`src/rtl/sprite_scan_pkg.sv`:
```
package sprite_scan_pkg;

  // Vertical coverage test: top <= ln < top + ht, computed one bit wider.
  function automatic logic span_hit(input logic [15:0] ln, input logic [15:0] top,
                                    input logic [15:0] ht);
    logic [16:0] bottom;
    bottom = {1'b0, top} + {1'b0, ht};
    return ({1'b0, ln} >= {1'b0, top}) && ({1'b0, ln} < bottom);
  endfunction

  // Tile cost of a sprite: its width in whole 8-pixel cells.
  function automatic logic [15:0] tile_cost(input logic [15:0] wd);
    return wd >> 3;
  endfunction

endpackage

```
`src/rtl/scan_range_test.sv`:
```
module scan_range_test
  import sprite_scan_pkg::*;
#(
  parameter int Y_W    = 10,
  parameter int H_W    = 6,
  parameter int W_W    = 6,
  parameter int TILE_W = 6
) (
  input  logic [Y_W-1:0]    line,
  input  logic [Y_W-1:0]    top,
  input  logic [H_W-1:0]    height,
  input  logic [W_W-1:0]    width,
  output logic              hit,
  output logic [TILE_W-1:0] tile_add
);
  assign hit      = span_hit(16'(line), 16'(top), 16'(height));
  assign tile_add = TILE_W'(tile_cost(16'(width)));
endmodule

```
`src/rtl/scan_stop_logic.sv`:
```
module scan_stop_logic #(
  parameter int LINK_W      = 7,
  parameter int NUM_ENTRIES = 80,
  parameter int MAX_OBJ     = 20,
  parameter int MAX_TILES   = 40,
  parameter int MAX_VISITS  = 80,
  parameter int OBJ_CW      = 5,
  parameter int TILE_CW     = 6,
  parameter int VIS_CW      = 7
) (
  input  logic [LINK_W-1:0]  next_link,
  input  logic [OBJ_CW-1:0]  obj_next,
  input  logic [TILE_CW-1:0] tile_next,
  input  logic [VIS_CW-1:0]  visit_next,
  output logic               stop_end,
  output logic               stop_range,
  output logic               stop_obj,
  output logic               stop_tile,
  output logic               stop_visit,
  output logic               stop
);
  assign stop_end   = (next_link == '0);
  assign stop_range = (int'(next_link) >= NUM_ENTRIES);
  assign stop_obj   = (int'(obj_next) >= MAX_OBJ);
  assign stop_tile  = (int'(tile_next) >= MAX_TILES);
  assign stop_visit = (int'(visit_next) >= MAX_VISITS);
  assign stop       = stop_end | stop_range | stop_obj | stop_tile | stop_visit;
endmodule

```
`src/rtl/sprite_chain_scan.sv`:
```
module sprite_chain_scan #(
  parameter int NUM_ENTRIES = 80,
  parameter int LINK_W      = 7,
  parameter int Y_W         = 10,
  parameter int H_W         = 6,
  parameter int W_W         = 6,
  parameter int MAX_OBJ     = 20,
  parameter int MAX_TILES   = 40,
  parameter int MAX_VISITS  = 80,
  localparam int OBJ_CW     = $clog2(MAX_OBJ + 1),
  localparam int LIST_W     = MAX_OBJ * LINK_W
) (
  input  logic              clk,
  input  logic              rst_n,
  input  logic              start,
  input  logic [Y_W-1:0]    line,
  output logic [LINK_W-1:0] tbl_addr,
  input  logic [Y_W-1:0]    tbl_y,
  input  logic [H_W-1:0]    tbl_height,
  input  logic [W_W-1:0]    tbl_width,
  input  logic [LINK_W-1:0] tbl_link,
  output logic [LIST_W-1:0] obj_list,
  output logic [OBJ_CW-1:0] obj_count,
  output logic              done
);
  localparam int TILE_CW = $clog2(MAX_TILES + (2 ** W_W) / 8 + 1);
  localparam int VIS_CW  = $clog2(MAX_VISITS + 1);

  logic               busy_q;
  logic [LINK_W-1:0]  addr_q;
  logic [Y_W-1:0]     line_q;
  logic [OBJ_CW-1:0]  obj_q;
  logic [TILE_CW-1:0] tile_q;
  logic [VIS_CW-1:0]  vis_q;
  logic               done_q;
  logic [LINK_W-1:0]  list_q [MAX_OBJ];

  // Named internal events
  logic               entry_hit;
  logic [TILE_CW-1:0] entry_tiles;
  logic               accept_start;
  logic               append_now;
  logic [OBJ_CW-1:0]  obj_next;
  logic [TILE_CW-1:0] tile_next;
  logic [VIS_CW-1:0]  vis_next;
  logic stop_end, stop_range, stop_obj, stop_tile, stop_visit, stop_any;

  scan_range_test #(.Y_W(Y_W), .H_W(H_W), .W_W(W_W), .TILE_W(TILE_CW)) u_range (
    .line(line_q), .top(tbl_y), .height(tbl_height), .width(tbl_width),
    .hit(entry_hit), .tile_add(entry_tiles)
  );

  assign accept_start = start && !busy_q;
  assign append_now   = busy_q && entry_hit;
  assign obj_next     = obj_q + OBJ_CW'(append_now);
  assign tile_next    = tile_q + (append_now ? entry_tiles : '0);
  assign vis_next     = vis_q + VIS_CW'(1);

  scan_stop_logic #(
    .LINK_W(LINK_W), .NUM_ENTRIES(NUM_ENTRIES), .MAX_OBJ(MAX_OBJ),
    .MAX_TILES(MAX_TILES), .MAX_VISITS(MAX_VISITS),
    .OBJ_CW(OBJ_CW), .TILE_CW(TILE_CW), .VIS_CW(VIS_CW)
  ) u_stop (
    .next_link(tbl_link), .obj_next(obj_next), .tile_next(tile_next),
    .visit_next(vis_next), .stop_end(stop_end), .stop_range(stop_range),
    .stop_obj(stop_obj), .stop_tile(stop_tile), .stop_visit(stop_visit),
    .stop(stop_any)
  );

  always_ff @(posedge clk) begin
    if (!rst_n) begin
      busy_q <= 1'b0;
      addr_q <= '0;
      line_q <= '0;
      obj_q  <= '0;
      tile_q <= '0;
      vis_q  <= '0;
      done_q <= 1'b0;
    end else begin
      done_q <= busy_q && stop_any;
      if (accept_start) begin
        busy_q <= 1'b1;
        addr_q <= '0;
        line_q <= line;
        obj_q  <= '0;
        tile_q <= '0;
        vis_q  <= '0;
      end else if (busy_q) begin
        obj_q  <= obj_next;
        tile_q <= tile_next;
        vis_q  <= vis_next;
        if (stop_any) busy_q <= 1'b0;
        else          addr_q <= tbl_link;
      end
    end
  end

  // One storage slot per list position
  for (genvar g = 0; g < MAX_OBJ; g++) begin : g_slot
    always_ff @(posedge clk) begin
      if (!rst_n)                                    list_q[g] <= '0;
      else if (append_now && obj_q == OBJ_CW'(g))    list_q[g] <= addr_q;
    end
    assign obj_list[g*LINK_W +: LINK_W] = list_q[g];
  end

  assign tbl_addr  = addr_q;
  assign obj_count = obj_q;
  assign done      = done_q;
endmodule

```
`config.mk`:
```
export PLATFORM = sky130hd
export DESIGN_NAME = sprite_chain_scan
export DESIGN_NICKNAME = d
export VERILOG_FILES = /design/src/rtl/sprite_scan_pkg.sv /design/src/rtl/scan_range_test.sv /design/src/rtl/scan_stop_logic.sv /design/src/rtl/sprite_chain_scan.sv
export SDC_FILE = /design/constraint.sdc
export NUM_CORES = 1
export LEC_CHECK = 0
export BUFFER_PORTS_ARGS = -buffer_cell sky130_fd_sc_hd__buf_2
export CAP_MARGIN = 20
export CORE_UTILIZATION = 58
export CTS_BUF_LIST = sky130_fd_sc_hd__clkbuf_16
export CTS_CLUSTER_DIAMETER = 150
export DETAILED_ROUTE_END_ITERATION = 7
export PLACE_DENSITY = 0.88
export REMOVE_ABC_BUFFERS = 1
export SYNTH_ARGS = -nofsm -noshare
export SYNTH_HDL_FRONTEND = slang
export SYNTH_SLANG_ARGS = --single-unit
```
`constraint.sdc`:
```
create_clock -name clk -period 8.6 [get_ports clk]
set_input_delay 0 -clock clk [delete_from_list [all_inputs] [get_ports clk]]
set_output_delay 0 -clock clk [all_outputs]
set_load 0.02 [all_outputs]
```
==> flow_summary.yaml, run 1 <==
cts:
  cts-htree-levels: 4
  numCtsBuffers: 17
  post_cts_resized: 0
  root_buffer: "clkbuf_16"
  clock_sink_count: 177
  cts_tree: "done"
  cts.path.max_buffers: 2
  path_clk_slew_ps: 70
  clk_latency_ps: 430
  postCtsSetupBuffers: 0
  postCtsHoldBufs: 17
layout:
  final_common_cell: "buf_2"
  final_cell_area_um2: 9860
  mostFrequentLayoutCells: "buf_2 (191), edfxtp_1 (140), and3_1 (119)"
  drive_gt1_share_pct: 26.8
  syn_to_final_growth_pct: 21.7
  stdcell_count: 1076
  antenna_cells: 0
  nets: 962
synth:
  synthCells: 695
  synth_cell_type_count: 51
  synth-seq-cells: 177
  synth.cell_area_um2: 8110
  avgSynthCellArea_um2: 11.7
  seq_area_frac_synth_pct: 61.0
  yosysWarnings: 0
pwr:
  p_sw_uw: 441
  vdd_drop_max_mv: 0.148
  power.leakage_nw: 4.60
  swShare_pct: 23.6
  power_density_nw_per_um2: 190
  power_frac_seq_pct: 51.3
  power.total_mw: 1.87
  power_frac_clock_pct: 40.3
  power_frac_comb_pct: 8.4
  intPower_mw: 1.43
sta:
  finalCritPeriodShare_pct: 52.6
  rsz0062_at_grt: "no"
  drv_slew: 0
  setup_viol: 0
  maxSlewHeadroom_pct: 26.4
  max_freq_mhz: 221
  fin_crit_ps: 4520
  tightest_slew_ps: 1090
  fin_skew_ps: 6.95
  finalSetupTns_ps: 0
  holdWs_ps: 109
  hold_viol_final: 0
placed_design:
  dp_cells: 1023
  dp_hpwl_um: 12700
  gp_congestion: 0.812
  port_buffers: 191
  placed_area_um2: 9080
run:
  cap_violations: 0
critical_path:
  worst-path-max-fanout: 113
  worst_ep_required_time_ps: 8950
  cp_top_family: "adder cells"
  path_buf_inv: 4
  path_common_cell: "ha_1"
  max_stage_delay_ps: 640
  endpoint_kind: "flip-flop"
  path_class: "primary input to flip-flop"
  crit_arrival_ps: 4880
  path_cells: "buf_2, ha_1, inv_1, fa_1, nor2b_1, o31ai_2, a21oi_2, nand3_1, xnor2_1, ha_1, a21oi_1, nand3_1, a21oi_1, a32o_2, nand2_4, inv_2, buf_4, ha_1, ha_1, o211ai_1, o211ai_1, and3_1, nand3_2, a21boi_0"
  crit_slowest_cell: "buf_4"
  cp-start-kind: "primary input"
min_path:
  min_path_type: "primary input to flip-flop"
routing:
  dr_total_vias: 6236
  via_per_inst: 5.80
  wl_um: 19300
  drt_first_pass_iters: 5
  wl_per_cell_um: 17.9
  drc: 0
  final_antenna_net_count: 0
  first_iter_violations: 493
die:
  die_y_um: 120
  core-area_um2: 13500
  io_pins: 195
  dieArea_um2: 14500
  core.rowCount: 42
  die_width_um: 120
  initial_core_util_pct: 60.2
outcome:
  status: "finished, final reports clean"
global_routing:
  grt_max_degree: 114
  grt_pass1_wl_um: 29000
  overflow: 0
  grt_usage_pct: 26.9
  grt_pass1_vias: 5628
  antenna_found_initial: 0
[cell families (layout without fill, tap and decap cells)]
logic type,count (synthesis),count (layout),share of synthesized area (%)
buffers and inverters,60,265,3.60
flip-flops,177,177,61.0
XOR/XNOR,20,20,2.16
adder cells (fa/ha/maj),33,33,5.28
AND/OR/NAND/NOR,314,314,20.1
multiplexers,13,13,1.61
AO/OA/AOI/OAI,78,78,6.24
[area by class of cell]
class / instances / area (µm²)
fillers: 896 / 3590
clock inverters: 15 / 156
inverters: 18 / 67.6
clock buffers: 17 / 425
multi-input cells: 458 / 2870
flip-flops and latches: 177 / 4940
well taps: 176 / 220
repair buffers: 215 / 1180
[cell usage after synthesis, drive strengths merged]
| master | n | area share [%] |
|---|---|---|
| edfxtp | 140 | 52 |
| mux2i | 13 | 1.6 |
| ha | 31 | 4.8 |
| a31oi | 1 | 0.077 |
| o22a | 1 | 0.11 |
| nand2 | 81 | 3.8 |
| nor2b | 5 | 0.39 |
| o21a | 1 | 0.093 |
| and4b | 1 | 0.12 |
| or3b | 2 | 0.22 |
| nor3b | 3 | 0.28 |
| or2 | 2 | 0.15 |
| o41ai | 2 | 0.22 |
| nor2 | 46 | 2.1 |
| xor2 | 11 | 1.2 |
| dfxtp | 37 | 9.1 |
| clkbuf | 27 | 1.3 |
| nand4 | 5 | 0.39 |
| o21ai | 29 | 1.8 |
| nor3 | 32 | 2.0 |
| and2 | 2 | 0.15 |
| a211o | 2 | 0.22 |
| o211ai | 3 | 0.28 |
| and3 | 119 | 9.2 |
| fa | 2 | 0.49 |
| nand4b | 1 | 0.11 |
| a21boi | 11 | 1.0 |
| o311a | 1 | 0.12 |
| nand3b | 4 | 0.37 |
| or3 | 2 | 0.15 |
| nand3 | 8 | 0.56 |
| o2111ai | 1 | 0.11 |
| xnor2 | 9 | 0.97 |
| a21o | 2 | 0.19 |
| inv | 18 | 0.83 |
| a21oi | 15 | 0.97 |
| a32o | 1 | 0.14 |
| or4 | 1 | 0.093 |
| o31ai | 6 | 0.68 |
| a211oi | 2 | 0.19 |
| buf | 15 | 1.5 |
[power by group through the flow]
stage	Sequential [mW]	Clock, mW	Combinational [mW]
2_1_floorplan	1.00	0	0.0669
3_3_place_gp	0.977	0	0.146
3_5_place_dp	0.978	0	0.150
4_1_cts	0.960	0.761	0.156
5_1_grt	0.961	0.792	0.173
6_report	0.959	0.753	0.158
[final timing paths]
path	slack [ps]	startpoint	depth (start not counted)	endpoint
worst min-delay path	110	tbl_width[3]	5	tile_q[0]
worst max-delay path	4080	tbl_y[0]	24	busy_q
worst max register to register	4490	line_q[0]	16	busy_q
worst min register to register	490	line_q[0]	2	line_q[0]
[stage by stage]
| stage | setup WS (ps) | utilization, % |
|---|---|---|
| 2_1_floorplan | 4250 | - |
| 3_3_place_gp | 3750 | 67.5 |
| 3_5_place_dp | 3670 | 67.5 |
| 4_1_cts | 4100 | 73.1 |
| 5_1_grt | 3660 | 73.3 |
| 6_report | 4080 | 73.3 |
[state kept, by name (all words and copies together) (netlist names)]
name	count
list_q	140
done	1
vis_q	7
tbl_addr	7
line_q	10
obj_count	5
busy_q	1
tile_q	6
[worst reg2reg max path, cell delays in order, from the launching register on]
cell      delay, ps
dfxtp_1         360
inv_1            50
ha_1            260
nor2b_1          40
o21ai_0         180
a21oi_1         140
o31ai_2         450
nand2_4         310
inv_2           100
buf_4           640
ha_1            340
ha_1            240
o211ai_1        110
o211ai_1        120
and3_1          220
nand3_2         230
a21boi_0        240
[routing by layer]
metal	vias to the layer above	part of all wire, %	wire length, µm	global-route usage, %
met2	281	51	9730	45.7
met1	2988	40	7760	33.6
met4	0	2.8	537	11.7
li1	2922	-	-	-
met3	45	6.4	1230	5.19
met5	-	0	0	0
No activity file was read; power rests on OpenSTA's default activity.
==> inputs of run 2 (changes only) <==
--- a/config.mk
+++ b/config.mk
@@ -5,13 +5,14 @@
 export SDC_FILE = /design/constraint.sdc
 export NUM_CORES = 1
 export LEC_CHECK = 0
+export ABC_AREA = 1
 export BUFFER_PORTS_ARGS = -buffer_cell sky130_fd_sc_hd__buf_2
 export CAP_MARGIN = 20
-export CORE_UTILIZATION = 58
+export CORE_UTILIZATION = 54
 export CTS_BUF_LIST = sky130_fd_sc_hd__clkbuf_16
 export CTS_CLUSTER_DIAMETER = 150
 export DETAILED_ROUTE_END_ITERATION = 7
-export PLACE_DENSITY = 0.88
+export PLACE_DENSITY = 0.82
 export REMOVE_ABC_BUFFERS = 1
 export SYNTH_ARGS = -nofsm -noshare
 export SYNTH_HDL_FRONTEND = slang
==> constraint.sdc (replaced) <==
create_clock -name clk -period 4.6 [get_ports clk]
set_input_delay 0 -clock clk [delete_from_list [all_inputs] [get_ports clk]]
set_output_delay 0 -clock clk [all_outputs]
set_load 0.02 [all_outputs]
==> run 2 against run 1 <==
  * The flow now finishes with violations (DRC)
  * Core utilization down 5.3 points
  * Register-to-register slack worse by 3000 ps
  * First-iteration DRC count rose by 6.5%
  * Non-clock buffer count is 1 lower
  * Largest cell class unchanged
  * Routed wire length down 1.0%
  * Worst hold slack got worse by 6.3 ps
  * Critical path type unchanged
  * Die area grew 8.6%
  * Global-route usage fell by 1.4 points
  * Area after synthesis increased by 1.2%
  * Final cell count is 8.8% higher
  * Via count is 1.4% lower
  * Sequential share of layout area shrank 0.68 points
==> flow_summary.yaml, run 2 <==
min_path:
  min_path_type: "primary input to flip-flop"
  min_from: "tbl_width[3]"
  worstHoldEndpoint: "tile_q[0]"
  hold_depth: 6
die:
  initial_core_util_pct: 55.8
  core.rowCount: 44
  io_pins: 195
  die_y_um: 125
  core-area_um2: 14700
  dieArea_um2: 15700
  die_width_um: 125
critical_path:
  max_stage_delay_ps: 410
  reg2reg_slack_ps: 1520
  worst_ep_required_time_ps: 4930
  r2r-start: "line_q[4]"
  crit_arrival_ps: 3980
  path_class: "primary input to flip-flop"
  crit_slowest_cell: "fa_1"
  path_common_cell: "nand2_1"
  worst-path-max-fanout: 15
  r2r_end: "tbl_addr[6]"
  cp-start-kind: "primary input"
  r2r_cells: 22
  endpoint_kind: "flip-flop"
cts:
  root_buffer: "clkbuf_16"
  cts-htree-levels: 4
  cts.path.max_buffers: 2
  cts_tree: "done"
  clock_sink_count: 177
  postCtsSetupBuffers: 0
  path_clk_slew_ps: 80
  clk_latency_ps: 440
  post_cts_resized: 0
  numCtsBuffers: 17
outcome:
  violations: "DRC"
  status: "finished, violations left"
pwr:
  p_sw_mw: 1.01
  power_frac_comb_pct: 11.4
  power_frac_seq_pct: 49.6
  power_density_nw_per_um2: 365
  intPower_mw: 2.64
  swShare_pct: 27.7
  vdd_drop_max_mv: 0.247
  power_frac_clock_pct: 39.0
  power.leakage_nw: 4.28
  power.total_mw: 3.65
synth:
  synth.cell_area_um2: 8200
  ys_top_cells_by_area: "edfxtp_1 (51%), nor2_1 (9.6%), dfxtp_1 (9.0%)"
  synth-seq-cells: 177
  synthCells: 775
  avgSynthCellArea_um2: 10.6
  synth-edff-count: 140
  yosysTopAreaCell: "edfxtp_1"
  ys.flop_type: "edfxtp_1"
  post-synth-top-count-cell: "nor2_1"
  synth_cell_type_count: 38
  synthTopCellsByCount: "nor2_1 (210), edfxtp_1 (140), nand2_1 (118)"
  synth_top_cell_area_share_pct: 51.2
  seq_area_frac_synth_pct: 60.3
  yosysWarnings: 0
  synthArstFlopShare_pct: 0
layout:
  syn_to_final_growth_pct: 21.9
  stdcell_count: 1171
  reg_top3: "list_q x140, line_q x10"
  drive_gt1_share_pct: 27.8
  num-fill-cells: 1111
  antenna_cells: 0
  mostFrequentLayoutCells: "nor2_1 (210), buf_2 (191), edfxtp_1 (140)"
  top_register: "list_q"
  largest_reg_flops: 140
  final_common_cell: "nor2_1"
  nets: 1049
routing:
  wl_per_cell_um: 16.3
  via_per_inst: 5.25
  drt_first_pass_iters: 8
  drc: 18
  dr_total_vias: 6147
  wl_um: 19100
  first_iter_violations: 525
  final_antenna_net_count: 0
sta:
  finalCritPeriodShare_pct: 79.5
  fin_crit_ps: 3660
  fin_skew_ps: 12.0
  hold_viol_final: 0
  drv_slew: 0
  rsz0062_at_grt: "no"
  max_freq_mhz: 274
  worst_slack_ps: 944
  finalSetupTns_ps: 0
  tightest_slew_ps: 1070
  maxSlewHeadroom_pct: 28.5
  holdWs_ps: 103
  setup_viol: 0
run:
  cap_violations: 0
placed_design:
  pre_cts_ws_ps: 542
  dp_cells: 1121
  dp_hpwl_um: 13000
  port_buffers: 191
  gp_congestion: 0.818
global_routing:
  grt_pass1_vias: 5823
  overflow: 0
  grt_max_degree: 52
  grt_usage_pct: 25.5
  grt_pass1_wl_um: 30400
  antenna_found_initial: 0
## run 2: cell types whose count changed in the layout (fill, tap and decap cells not counted), moves of 6 or more
cell	previous run	this run
nand2_1	80	118
xnor2_1	9	3
a21oi_1	14	23
nand4_4	0	21
inv_1	17	59
nor2_2	0	14
mux2i_1	13	0
and3_1	119	0
nand3_1	7	23
nor3_1	32	3
a21boi_0	11	1
nor2_1	46	210
## run 2: final cells by class
cell class / instances / area [µm²] / share of cell area (%)
flip-flops and latches: 177 / 4940 / 49.5
repair buffers: 214 / 1170 / 11.7
clock buffers: 17 / 425 / 4.25
multi-input cells: 500 / 2820 / 28.2
inverters: 64 / 240 / 2.40
clock inverters: 15 / 166 / 1.66
well taps: 184 / 230 / 2.30
## run 2: kinds of logic after synthesis
family          synth area share [%]
xor+xnor                        1.17
flops                           60.3
fa+ha+maj                       5.22
compound gates                  3.87
simple gates                    24.1
buf+inv                         5.38
## run 2: timing repair
item | 4_1_cts | 5_1_grt
hold endpoints to repair | 18 | 0
hold buffers | 18 | 0
endpoints found under the setup margin | 0 | 0
## run 2: power by group through the flow
stage | logic [mW] | clock network [mW] | registers (mW)
floorplan | 0.193 | 0 | 1.90
global placement | 0.393 | 0 | 1.84
finish | 0.416 | 1.42 | 1.81
detailed placement | 0.403 | 0 | 1.84
global route | 0.458 | 1.51 | 1.81
CTS | 0.417 | 1.43 | 1.81
## run 2: worst max path at each step
stage,slack (ps),cells past startpoint,from,to
final,940,31,tbl_y[2],tbl_addr[6]
after global routing,540,32,tbl_y[2],tbl_addr[5]
after CTS,980,31,tbl_y[2],tbl_addr[6]
after detailed placement,540,31,tbl_y[2],tbl_addr[6]
after global placement,660,32,tbl_y[2],tbl_addr[4]
after floorplan,600,24,tbl_y[0],tbl_addr[0]
## run 2: critical path: cells and delay by family
kind            cells  cell delay (ps)
fa+ha+maj           4             1250
buf+inv             1              110
compound gates      3              570
simple gates       23             2040
## run 2: through the flow
step / cell area, µm² / utilization [%]
2_1_floorplan: 8000 / -
3_3_place_gp: 9230 / 62.8
3_5_place_dp: 9230 / 62.8
4_1_cts: 10000 / 68.0
5_1_grt: 10000 / 68.0
6_report: 10000 / 68.0
## run 2: layer usage
layer	global-route usage, %	share of wire [%]	vias to the layer above	wire (µm)
met5	0	0	-	0
met4	10.1	2.1	0	401
met3	4.49	6.0	28	1150
met2	44.1	51	266	9680
met1	31.9	41	2869	7830
li1	-	-	2984	-
